**config.mk**
```make
export PLATFORM = sky130hd
export DESIGN_NAME = rate_timing_gen
export DESIGN_NICKNAME = d
export VERILOG_FILES = /design/src/rtl/rtg_pkg.sv /design/src/rtl/rtg_ws_edge.sv /design/src/rtl/rtg_regs.sv /design/src/rtl/rtg_unit.sv /design/src/rtl/rate_timing_gen.sv
export SDC_FILE = /design/constraint.sdc
export NUM_CORES = 1
export LEC_CHECK = 0
export BUFFER_PORTS_ARGS = -buffer_cell sky130_fd_sc_hd__buf_4
export CORE_UTILIZATION = 67
export CTS_CLUSTER_DIAMETER = 80
export CTS_CLUSTER_SIZE = 25
export DETAILED_ROUTE_END_ITERATION = 10
export GPL_TIMING_DRIVEN = 0
export PLACE_DENSITY = 0.95
export SLEW_MARGIN = 0
export SYNTH_ARGS = -nofsm -noshare
export SYNTH_HDL_FRONTEND = slang
export SYNTH_SLANG_ARGS = --single-unit
```
**constraint.sdc**
```tcl
create_clock -name clk -period 10.1 [get_ports clk]
set_input_delay 0 -clock clk [delete_from_list [all_inputs] [get_ports clk]]
set_output_delay 0 -clock clk [all_outputs]
set_load 0.01 [all_outputs]
```
**src/rtl/rtg_pkg.sv**
```systemverilog
package rtg_pkg;

  localparam int CNT_W    = 17;
  localparam int NUM_REF  = 5;
  localparam int WS_BASE  = 6;
  localparam int LAST_CODE = 29;
  localparam logic [15:0] FIELD_MASK = 16'h0F1F;

  // Divide ratio for a 5-bit code; 0 means reserved.
  function automatic logic [CNT_W-1:0] code_ratio(input logic [4:0] code);
    int c;
    int r;
    c = int'(code);
    if (c == 0)               r = 2;
    else if (c == LAST_CODE)  r = 98304;
    else if (c > LAST_CODE)   r = 0;
    else if (c % 2 == 1)      r = 1 << ((c + 3) / 2);
    else                      r = 3 << (c / 2);
    return CNT_W'(r);
  endfunction

  // Word-select line used by port n when it shares pins.
  function automatic int share_remap(input int n);
    case (n)
      1, 2, 9: return 0;
      4:       return 3;
      8:       return 7;
      default: return n;
    endcase
  endfunction

endpackage

```
**src/rtl/rtg_ws_edge.sv**
```systemverilog
module rtg_ws_edge #(
  parameter int NUM_PORTS = 10
) (
  input  logic                 clk,
  input  logic                 rst_n,
  input  logic [NUM_PORTS-1:0] ws_in,
  output logic [NUM_PORTS-1:0] ws_rise
);

  logic [NUM_PORTS-1:0] ws_q;

  always_ff @(posedge clk or negedge rst_n) begin
    if (!rst_n) ws_q <= '0;
    else        ws_q <= ws_in;
  end

  assign ws_rise = ws_in & ~ws_q;

  // a held-high line gives one event, never two in a row
  a_r6_single_rise: assert property (@(posedge clk) disable iff (!rst_n)
    (ws_rise != '0) |=> ((ws_rise & $past(ws_rise)) == '0));

endmodule

```
**src/rtl/rtg_regs.sv**
```systemverilog
module rtg_regs
  import rtg_pkg::*;
#(
  parameter int NUM_CH = 4,
  parameter int ADDR_W = 3
) (
  input  logic                     clk,
  input  logic                     rst_n,
  input  logic                     wr_en,
  input  logic [ADDR_W-1:0]        wr_addr,
  input  logic [31:0]              wr_data,
  output logic [NUM_CH-1:0][15:0]  in_field,
  output logic [NUM_CH-1:0][15:0]  out_field,
  output logic [NUM_REF-1:0]       div_en,
  output logic [NUM_CH-1:0]        in_restart,
  output logic [NUM_CH-1:0]        out_restart
);

  localparam int NREG    = (NUM_CH + 1) / 2;
  localparam int EN_ADDR = 2 * NREG;
  localparam logic [31:0] REG_MASK = {FIELD_MASK, FIELD_MASK};

  logic [NREG-1:0][31:0] in_reg, out_reg;
  logic [NREG-1:0]       in_hit, out_hit;
  logic                  en_hit;
  logic [NUM_REF-1:0]    en_q;

  assign en_hit = wr_en && (wr_addr == ADDR_W'(EN_ADDR));

  for (genvar i = 0; i < NREG; i++) begin : g_reg
    assign in_hit[i]  = wr_en && (wr_addr == ADDR_W'(i));
    assign out_hit[i] = wr_en && (wr_addr == ADDR_W'(NREG + i));

    always_ff @(posedge clk or negedge rst_n) begin
      if (!rst_n) begin
        in_reg[i]  <= '0;
        out_reg[i] <= '0;
      end else begin
        if (in_hit[i])  in_reg[i]  <= wr_data & REG_MASK;
        if (out_hit[i]) out_reg[i] <= wr_data & REG_MASK;
      end
    end
  end

  for (genvar c = 0; c < NUM_CH; c++) begin : g_ch
    assign in_field[c]    = in_reg[c/2][16*(c%2) +: 16];
    assign out_field[c]   = out_reg[c/2][16*(c%2) +: 16];
    assign in_restart[c]  = in_hit[c/2];
    assign out_restart[c] = out_hit[c/2];
  end

  // enable for source s sits at bit s+1
  always_ff @(posedge clk or negedge rst_n) begin
    if (!rst_n)      en_q <= '0;
    else if (en_hit) en_q <= wr_data[NUM_REF:1];
  end
  assign div_en = en_q;

  // a write lands masked in the addressed register
  a_r1_field_capture: assert property (@(posedge clk) disable iff (!rst_n)
    in_hit[0] |=> (in_reg[0] == ($past(wr_data) & REG_MASK)));

  // enables change only through their own address
  a_r4_en_hold: assert property (@(posedge clk) disable iff (!rst_n)
    !en_hit |=> $stable(en_q));

endmodule

```
**src/rtl/rtg_unit.sv**
```systemverilog
module rtg_unit
  import rtg_pkg::*;
#(
  parameter int NUM_PORTS = 10
) (
  input  logic                 clk,
  input  logic                 rst_n,
  input  logic                 restart,
  input  logic [15:0]          field,
  input  logic [NUM_REF-1:0]   div_en,
  input  logic [NUM_REF-1:0]   ref_tick,
  input  logic [NUM_PORTS-1:0] ws_rise,
  input  logic [NUM_PORTS-1:0] pin_share,
  output logic                 strobe
);

  logic [3:0]       src;
  logic [4:0]       code;
  logic [2:0]       src_idx;
  logic             is_div, code_ok, div_run, tick_sel, src_en;
  logic             terminal, ws_hit;
  logic [CNT_W-1:0] ratio, cnt;
  logic             strobe_q;

  assign src     = field[11:8];
  assign code    = field[4:0];
  assign src_idx = src[2:0];
  assign is_div  = (src < 4'(NUM_REF));
  assign code_ok = (code <= 5'(LAST_CODE));
  assign ratio   = code_ratio(code);
  assign tick_sel = is_div && ref_tick[src_idx];
  assign src_en   = is_div && div_en[src_idx];
  assign div_run  = src_en && code_ok;
  assign terminal = div_run && tick_sel && (cnt == ratio - CNT_W'(1));

  always_comb begin
    ws_hit = 1'b0;
    for (int n = 0; n < NUM_PORTS; n++) begin
      if (int'(src) == WS_BASE + n)
        ws_hit = pin_share[n] ? ws_rise[share_remap(n)] : ws_rise[n];
    end
  end

  always_ff @(posedge clk or negedge rst_n) begin
    if (!rst_n)                 cnt <= '0;
    else if (restart || !div_run) cnt <= '0;
    else if (tick_sel)          cnt <= terminal ? '0 : cnt + CNT_W'(1);
  end

  always_ff @(posedge clk or negedge rst_n) begin
    if (!rst_n) strobe_q <= 1'b0;
    else        strobe_q <= !restart && (terminal || ws_hit);
  end

  assign strobe = strobe_q;

  // the count stays inside the selected ratio
  a_r3_cnt_bound: assert property (@(posedge clk) disable iff (!rst_n)
    div_run |-> (cnt < ratio));

  // a disabled reference stays quiet
  a_r4_gate: assert property (@(posedge clk) disable iff (!rst_n)
    (is_div && !src_en) |=> !strobe);

  // reserved codes stay quiet
  a_r5_reserved_quiet: assert property (@(posedge clk) disable iff (!rst_n)
    (is_div && !code_ok) |=> !strobe);

  // a selected word-select edge is passed on
  a_r6_ws_follow: assert property (@(posedge clk) disable iff (!rst_n)
    (ws_hit && !restart) |=> strobe);

  // a write cycle is always followed by a quiet strobe
  a_r8_write_quiet: assert property (@(posedge clk) disable iff (!rst_n)
    restart |=> !strobe);

endmodule

```
**src/rtl/rate_timing_gen.sv**
```systemverilog
module rate_timing_gen
  import rtg_pkg::*;
#(
  parameter int NUM_CH    = 4,
  parameter int NUM_PORTS = 10,
  parameter int ADDR_W    = 3
) (
  input  logic                 clk,
  input  logic                 rst_n,
  input  logic                 wr_en,
  input  logic [ADDR_W-1:0]    wr_addr,
  input  logic [31:0]          wr_data,
  input  logic [4:0]           ref_tick,
  input  logic [NUM_PORTS-1:0] ws_in,
  input  logic [NUM_PORTS-1:0] pin_share,
  output logic [NUM_CH-1:0]    in_strobe,
  output logic [NUM_CH-1:0]    out_strobe
);

  logic [NUM_CH-1:0][15:0]  in_field, out_field;
  logic [NUM_REF-1:0]       div_en;
  logic [NUM_CH-1:0]        in_restart, out_restart;
  logic [NUM_PORTS-1:0]     ws_rise;

  rtg_regs #(.NUM_CH(NUM_CH), .ADDR_W(ADDR_W)) u_regs (
    .clk(clk), .rst_n(rst_n), .wr_en(wr_en), .wr_addr(wr_addr), .wr_data(wr_data),
    .in_field(in_field), .out_field(out_field), .div_en(div_en),
    .in_restart(in_restart), .out_restart(out_restart)
  );

  rtg_ws_edge #(.NUM_PORTS(NUM_PORTS)) u_edge (
    .clk(clk), .rst_n(rst_n), .ws_in(ws_in), .ws_rise(ws_rise)
  );

  for (genvar c = 0; c < NUM_CH; c++) begin : g_chan
    rtg_unit #(.NUM_PORTS(NUM_PORTS)) u_in (
      .clk(clk), .rst_n(rst_n), .restart(in_restart[c]), .field(in_field[c]),
      .div_en(div_en), .ref_tick(ref_tick), .ws_rise(ws_rise),
      .pin_share(pin_share), .strobe(in_strobe[c])
    );
    rtg_unit #(.NUM_PORTS(NUM_PORTS)) u_out (
      .clk(clk), .rst_n(rst_n), .restart(out_restart[c]), .field(out_field[c]),
      .div_en(div_en), .ref_tick(ref_tick), .ws_rise(ws_rise),
      .pin_share(pin_share), .strobe(out_strobe[c])
    );
  end

  // strobes are low in the first cycle after reset
  a_r9_reset_quiet: assert property (@(posedge clk)
    $rose(rst_n) |-> (in_strobe == '0 && out_strobe == '0));

endmodule

```
[Yosys cells after proc, flatten, opt, wreduce, memory -nomap -nowiden]
Index checks and enable logic that the tools add are counted.
Storage, ports and cells
  register bits after elaboration: 231
Operators by class
  add/sub/neg operators: 32
  $lt $le $gt $ge: 112
  eq/ne operators: 100
  shift operators: 16
  muxes and demuxes: 568
  bitwise gates (word level): 10
  reductions and logical operators: 98
Operators with widths (count)
  32-bit by 6-bit < comparator with 1-bit output, second input constant: 80
  32-bit 2-to-1 mux: 80
  17-bit 2-to-1 mux: 56
  1-bit 2-to-1 mux: 336
  1-bit binary-select mux with 4-bit select: 80
  32-bit by 1-bit adder with 32-bit output: 8
  1-bit by 32-bit << shifter with 17-bit output, first input constant: 8
  4-bit equality test, second input constant: 48
  17-bit by 1-bit adder with 17-bit output, second input constant: 8
  17-bit equality test: 8
  2-bit by 4-bit << shifter with 17-bit output, first input constant: 8
  17-bit by 1-bit subtractor with 17-bit output, second input constant: 8
  4-bit by 3-bit equality test with 1-bit output, second input constant: 16
  1-bit logical AND: 53
  5-bit by 2-bit adder with 6-bit output, second input constant: 8
  1-bit binary-select mux with 3-bit select: 16
  5-bit by 3-bit equality test with 1-bit output, second input constant: 8
  5-bit > comparator, second input constant: 8
  5-bit less-or-equal comparator, second input constant: 8
  5-bit zero test: 8
  4-bit by 1-bit equality test with 1-bit output, second input constant: 8
  4-bit by 2-bit equality test with 1-bit output, second input constant: 8
  3-bit by 4-bit < comparator with 1-bit output, second input constant: 8
  4-bit by 3-bit < comparator with 1-bit output, second input constant: 8
  other kinds (10): 51

[Longest topological paths before layout]
  word-level depth: 18
  depth in mapped cells: 21
  mapped depth without buffers: 18

[Cells and area by module]
A second synthesis with hierarchy kept.
Unflattened totals
  cell total of the unflattened synthesis: 3134
  area total of the unflattened synthesis: 26057.5 µm²
Modules (own cells, without submodules)
  rtg_unit (g_chan[0].u_in ...): instances 5, cells an instance 354, area an instance 2723.9 µm²
  rtg_regs: instances 1, cells an instance 229, area an instance 3472.1 µm²
  rtg_unit (g_chan[3].u_in): instances 1, cells an instance 397, area an instance 3005.4 µm²
  rtg_unit (g_chan[3].u_out): instances 1, cells an instance 381, area an instance 2964.1 µm²
  rtg_unit (g_chan[0].u_out): instances 1, cells an instance 337, area an instance 2608.8 µm²
  rtg_ws_edge: instances 1, cells an instance 20, area an instance 387.9 µm²

[Worst setup path after synthesis]
No wires, ideal clock.
  path type: flip-flop to flip-flop
  start: register u_regs.in_reg (netlist bit u_regs.in_field[32])
  end: register g_chan[2].u_in.cnt[13]
  setup time: 126 ps
  arrival time: 4105 ps
  required time: 9974 ps
  slack: 5869 ps
  cell stages (with the launch flop): 20
  clock period less this slack: 4231 ps
  cells stage by stage: dfrtp_1 buf_6 inv_1 ha_1 buf_1 a41oi_2 nor2_1 inv_1 ha_1 xor2_1 o21ai_0 nor4_1 o211ai_1 a211oi_1 o2111ai_1 a2111oi_2 a31oi_1 buf_6 and3_1 a221o_1
Between the ends
  longest elaborated chain between the ends: 14
Ends and longest elaborated chain
  from (decl): RTL line rtg_regs.sv:23  | logic [NREG-1:0][31:0] in_reg, out_reg;
  from (signal, indexed assignment): RTL line rtg_regs.sv:39  | if (in_hit[i]) in_reg[i] <= wr_data & REG_MASK;
  5-bit by 2-bit adder with 6-bit output: RTL line rtg_pkg.sv:17  | else if (c % 2 == 1) r = 1 << ((c + 3) / 2);
  1-bit bitwise AND (no line)
  32-bit by 1-bit adder with 32-bit output (no line)
  1-bit by 32-bit << shifter with 17-bit output: RTL line rtg_pkg.sv:17
  17-bit 2-to-1 mux: RTL line rtg_pkg.sv:17
  17-bit 2-to-1 mux: RTL line rtg_pkg.sv:16  | else if (c > LAST_CODE) r = 0;
  17-bit 2-to-1 mux: RTL line rtg_pkg.sv:15  | else if (c == LAST_CODE) r = 98304;
  17-bit 2-to-1 mux: RTL line rtg_pkg.sv:14  | if (c == 0) r = 2;
  17-bit by 1-bit subtractor with 17-bit output: RTL line rtg_unit.sv:34  | assign terminal = div_run && tick_sel && (cnt == ratio - CNT_W'(1));
  17-bit equality test: RTL line rtg_unit.sv:34
  1-bit logical AND: RTL line rtg_unit.sv:34
  17-bit 2-to-1 mux (2 in a row): RTL line rtg_unit.sv:47  | else if (tick_sel) cnt <= terminal ? '0 : cnt + CNT_W'(1);
  17-bit 2-to-1 mux: RTL line rtg_unit.sv:46  | else if (restart || !div_run) cnt <= '0;
  to (signal assigned): RTL line rtg_unit.sv:47
  to (decl): RTL line rtg_unit.sv:22  | logic [CNT_W-1:0] ratio, cnt;
Parallel ways exist; a longest one is shown, timed or not. The select of a mux whose other input is x is not followed.
A chain may end at the register's enable or synchronous reset.

[Worst setup path in the final report]
  start: register u_regs.in_reg (netlist bit u_regs.in_field[48])
  end: register g_chan[3].u_in.strobe_q
Between the ends
  longest elaborated chain between the ends: 13
Ends and longest elaborated chain
  5-bit by 2-bit adder with 6-bit output: RTL line rtg_pkg.sv:17
  1-bit bitwise AND (no line)
  32-bit by 1-bit adder with 32-bit output (no line)
  1-bit by 32-bit << shifter with 17-bit output: RTL line rtg_pkg.sv:17
  17-bit 2-to-1 mux: RTL line rtg_pkg.sv:17
  17-bit 2-to-1 mux: RTL line rtg_pkg.sv:16
  17-bit 2-to-1 mux: RTL line rtg_pkg.sv:15
  17-bit 2-to-1 mux: RTL line rtg_pkg.sv:14
  17-bit by 1-bit subtractor with 17-bit output: RTL line rtg_unit.sv:34
  17-bit equality test: RTL line rtg_unit.sv:34
  1-bit logical AND *: RTL line rtg_unit.sv:34
  1-bit logical OR *: RTL line rtg_unit.sv:52  | else strobe_q <= !restart && (terminal || ws_hit);
  1-bit logical AND *: RTL line rtg_unit.sv:52
  to (signal assigned): RTL line rtg_unit.sv:52
  to (decl): RTL line rtg_unit.sv:23  | logic strobe_q;
Mark *: on every way between the ends. The rest lies on a longest branch, timed or not.

==> flow_metrics.env <==
export IMPL_setup_viol=0
export IMPL_hold_buffers=32
export IMPL_ant_nets=0
export IMPL_final_setup_skew_ns=0.03640
export IMPL_critical_path_required_ns=10.50
export IMPL_postCtsSetupBuffers=0
export IMPL_worstPathMaxFanout=10
export IMPL_synth_cell_type_count=124
export IMPL_tightest_slew_ns=1.389
export IMPL_port_buffers=52
export IMPL_die_area_um2=37740
export IMPL_synth_nets=3278
export IMPL_clock_fmax_mhz=177.8
export IMPL_fin_area_um2=26830
export IMPL_ys_ff_latch=231
export IMPL_hold_viol=0
export IMPL_tritoncts="done"
export IMPL_async_flop_share=1.000
export IMPL_cts_buffers=18
export IMPL_synthToLayoutAreaGrowth_pct=8.315
export IMPL_cts_resized=0
export IMPL_drt_total_wl_um=81400
export IMPL_clkLatencyLatePin_ns=0.56
export IMPL_die_h_um=194.3
export IMPL_p_leak_nw=10.73
export IMPL_fin_nets=3385
export IMPL_drive_gt1_frac=0.1061
export IMPL_cap_violations=0
export IMPL_cts_buffer_depth=3
export IMPL_netlist_area_leader_share=0.2334
export IMPL_clk_pin_slew_ns=0.10
export IMPL_fp_coreArea_um2=36520
export IMPL_worstPathCellList="buf_2 > inv_1 > ha_1 > clkbuf_1 > nor3b_1 > nand2_1 > o32ai_1 > inv_1 > ha_1 > xnor2_1 > nor3_1 > nand4_1 > a211oi_1 > o2111ai_1 > a2111oi_0 > o2111ai_1 > buf_2 > a21oi_1"
export IMPL_grt_pass1_vias=25215
export IMPL_crit_cells=18
export IMPL_first_pass_iters=8
export IMPL_synth_largest_area_cell="dfrtp_1"
export IMPL_whs_ns=0.04434
export IMPL_critPathTopFamily="compound AO/OA/AOI/OAI gates"
export IMPL_synth_area_per_cell_um2=7.861
export IMPL_placed_area_um2=25810
export IMPL_synth_area_um2=24770
export IMPL_pwr_density_cell_nw_per_um2=203.9
export IMPL_cts_root_buf="clkbuf_16"
export IMPL_yosys_top_cells_area="dfrtp_1 23%, xnor2_1 5.0%, nand2_1 4.7%"
export IMPL_antenna_found_initial=6
export IMPL_holdCritPathClass="primary input to flip-flop"
export IMPL_synthFlopType="dfrtp_1"
export IMPL_ir_drop_uv=173.6
export IMPL_critPathLaunchType="flip-flop"
export IMPL_synth_enable_flop_cells=0
export IMPL_routabilityCongestion=0.9777
export IMPL_yosysSeqAreaShare=0.2334
export IMPL_start_util=0.6782
export IMPL_cpMaxStageDelayCell="a2111oi_0"
export IMPL_holdPathStages=3
export IMPL_gr_usage_all_layers=0.4218
export IMPL_ys_warn_count=0
export IMPL_cp_arrival_ns=6.03
export IMPL_ios=71
export IMPL_fin_crit_sh=0.5570
export IMPL_max_slew_margin=0.07373
export IMPL_routedWlPerCell_um=21.75
export IMPL_endpoint_kind="flip-flop"
export IMPL_viasPerCell=7.157
export IMPL_finalSetupTns_ns=0
export IMPL_drtIter0Drc=3125
export IMPL_status="finished clean"
export IMPL_critical_path_class="flip-flop to flip-flop"
export IMPL_die_w_um=194.3
export IMPL_grt_max_degree=104
export IMPL_hpwl_um=59280
export IMPL_n_fill_cell=2698
export IMPL_grt_pass1_wl_um=131400
export IMPL_path_buf_inv=5
export IMPL_overflow=0
export IMPL_slowest_delay_ns=0.54
export IMPL_rsz0062_at_grt="false"
export IMPL_num_vias=26787
export IMPL_worst_r2r_cell_count=18
export IMPL_std_cell_rows=70
export IMPL_maxSlewViolCount=0
export IMPL_drc=0
export IMPL_fin_crit_ns=5.625
export IMPL_cts_sinks=231
export IMPL_htree_levels=1
export IMPL_syn_inst=3151
power by group:
part / total [W] / switching, W / internal [W]
combinational: 0.00354 / 0.00221 / 0.00133
sequential: 0.00110 / 0.0000974 / 0.00101
clock: 0.000825 / 0.000408 / 0.000416
through the flow:
step | total power [W] | setup slack [ns] | utilization | cells
floorplan | 0.003700 | 5.869 | - | 3151
global placement | 0.004408 | 4.659 | 0.7049 | 3671
detailed placement | 0.004494 | 4.649 | 0.7066 | 3673
CTS | 0.005338 | 4.632 | 0.7339 | 3737
global route | 0.005778 | 4.252 | 0.7344 | 3741
finish | 0.005470 | 4.475 | 0.7346 | 3743
area by class of cell:
class / instances / area, µm² / area share
Sequential cell: 231 / 5781 / 0.2155
Clock buffer: 20 / 479.2 / 0.01786
Tap cell: 468 / 585.6 / 0.02183
Buffer: 202 / 992.2 / 0.03698
Inverter: 80 / 300.3 / 0.01119
Clock inverter: 12 / 186.4 / 0.006949
Timing Repair Buffer: 87 / 795.8 / 0.02966
Antenna cell: 5 / 12.51 / 0.0004664
Multi-Input combinational cell: 2638 / 17700 / 0.6596
registers in the layout (all words and copies together) (netlist names):
| register | flops |
|---|---|
| g_chan.u_out.cnt | 68 |
| u_regs.out_field | 36 |
| g_chan.u_in.strobe | 4 |
| u_edge.ws_q | 10 |
| g_chan.u_in.cnt | 68 |
| u_regs.div_en | 5 |
| g_chan.u_out.strobe | 4 |
| u_regs.in_field | 36 |
routing by layer:
metal / routed length [µm] / track usage / vias to the layer above
met1: 32520 / 0.5706 / 12681
met5: 20 / 0 / -
met4: 3423 / 0.1564 / 4
met2: 36420 / 0.6663 / 1752
li1: - / - / 12012
met3: 9018 / 0.08558 / 338
worst register-to-register path, cell delays in order, from the launching register on:
cell and delay (ns):
dfrtp_1 0.47, buf_2 0.27, inv_1 0.20, ha_1 0.38, clkbuf_1 0.24, nor3b_1 0.42
nand2_1 0.11, o32ai_1 0.37, inv_1 0.23, ha_1 0.38, xnor2_1 0.14, nor3_1 0.21
nand4_1 0.14, a211oi_1 0.23, o2111ai_1 0.14, a2111oi_0 0.54, o2111ai_1 0.40, buf_2 0.31
a21oi_1 0.35
synthesized netlist by cell type (14+ instances only):
master,n
xnor2_1,140
nand2_1,308
nand2b_1,48
buf_6,14
nand3_1,167
and3_1,77
dfrtp_1,231
a211oi_1,36
ha_1,64
a22oi_1,14
mux2i_1,41
inv_1,74
nand3b_1,20
a21oi_1,150
o21a_1,14
xor2_1,85
or2_2,29
and4_1,14
a22o_1,28
a21o_1,26
or3_1,26
a32oi_1,24
mux4_2,22
nor2b_1,66
nor3_1,110
nor2_1,260
nor4_1,45
o31ai_1,18
o22ai_1,15
o21ai_0,171
buf_1,21
nand4_1,54
and2_1,25
clkbuf_1,100
a31oi_1,81
mux2_2,55
buf_4,18
buf_2,48
nor3b_1,29
o211ai_1,28
o21ai_1,21
cell families (layout without fill, tap and decap cells):
kind of cell               after synthesis  after routing  share of synthesized area
other                                    0              5                          0
AOI/OAI and AO/OA                      861            861                     0.2455
xor gates and xnor gates               234            234                    0.08668
buffers and inverters                  282            401                    0.05218
and+or+nand+nor                       1361           1361                     0.2884
muxes                                  118            118                    0.06158
DFF                                    231            231                     0.2334
adders and majority gates               64             64                    0.03233
path summary, 6_finish.rpt:
| path | endpoint | startpoint | slack (ns) |
|---|---|---|---|
| worst min register to register | g_chan[1].u_out.cnt[16]$_DFFE_PN0P_ | g_chan[1].u_out.cnt[16]$_DFFE_PN0P_ | 0.55 |
| max in group asynchronous | u_regs.out_field[20]$_DFFE_PN0P_ | rst_n | 8.93 |
| worst max register to register | g_chan[3].u_in.strobe$_DFF_PN0_ | u_regs.in_field[48]$_DFFE_PN0P_ | 4.47 |
| worst max-delay path | g_chan[3].u_in.strobe$_DFF_PN0_ | u_regs.in_field[48]$_DFFE_PN0P_ | 4.47 |
| min in group asynchronous | u_regs.in_field[48]$_DFFE_PN0P_ | rst_n | 0.43 |
| worst min-delay path | u_regs.div_en[2]$_DFFE_PN0P_ | wr_addr[1] | 0.04 |
placed cells by master, fill, tap and decap left out, types with 21 or more instances in the layout:
| cell | netlist | layout |
|---|---|---|
| a211oi_1 | 36 | 36 |
| a21o_1 | 26 | 26 |
| a21oi_1 | 150 | 150 |
| a22o_1 | 28 | 28 |
| a31oi_1 | 81 | 81 |
| a32oi_1 | 24 | 24 |
| and2_1 | 25 | 25 |
| and3_1 | 77 | 77 |
| buf_1 | 21 | 21 |
| buf_2 | 48 | 48 |
| buf_4 | 18 | 69 |
| clkbuf_1 | 100 | 101 |
| dfrtp_1 | 231 | 231 |
| dlygate4sd3_1 | 0 | 31 |
| ha_1 | 64 | 64 |
| inv_1 | 74 | 74 |
| mux2_2 | 55 | 55 |
| mux2i_1 | 41 | 41 |
| mux4_2 | 22 | 22 |
| nand2_1 | 308 | 308 |
| nand2b_1 | 48 | 48 |
| nand3_1 | 167 | 167 |
| nand4_1 | 54 | 54 |
| nor2_1 | 260 | 260 |
| nor2b_1 | 66 | 66 |
| nor3_1 | 110 | 110 |
| nor3b_1 | 29 | 29 |
| nor4_1 | 45 | 45 |
| o211ai_1 | 28 | 28 |
| o21ai_0 | 171 | 169 |
| o21ai_1 | 21 | 23 |
| or2_2 | 29 | 29 |
| or3_1 | 26 | 26 |
| xnor2_1 | 140 | 140 |
| xor2_1 | 85 | 85 |
(Power assumes the default switching activity.)
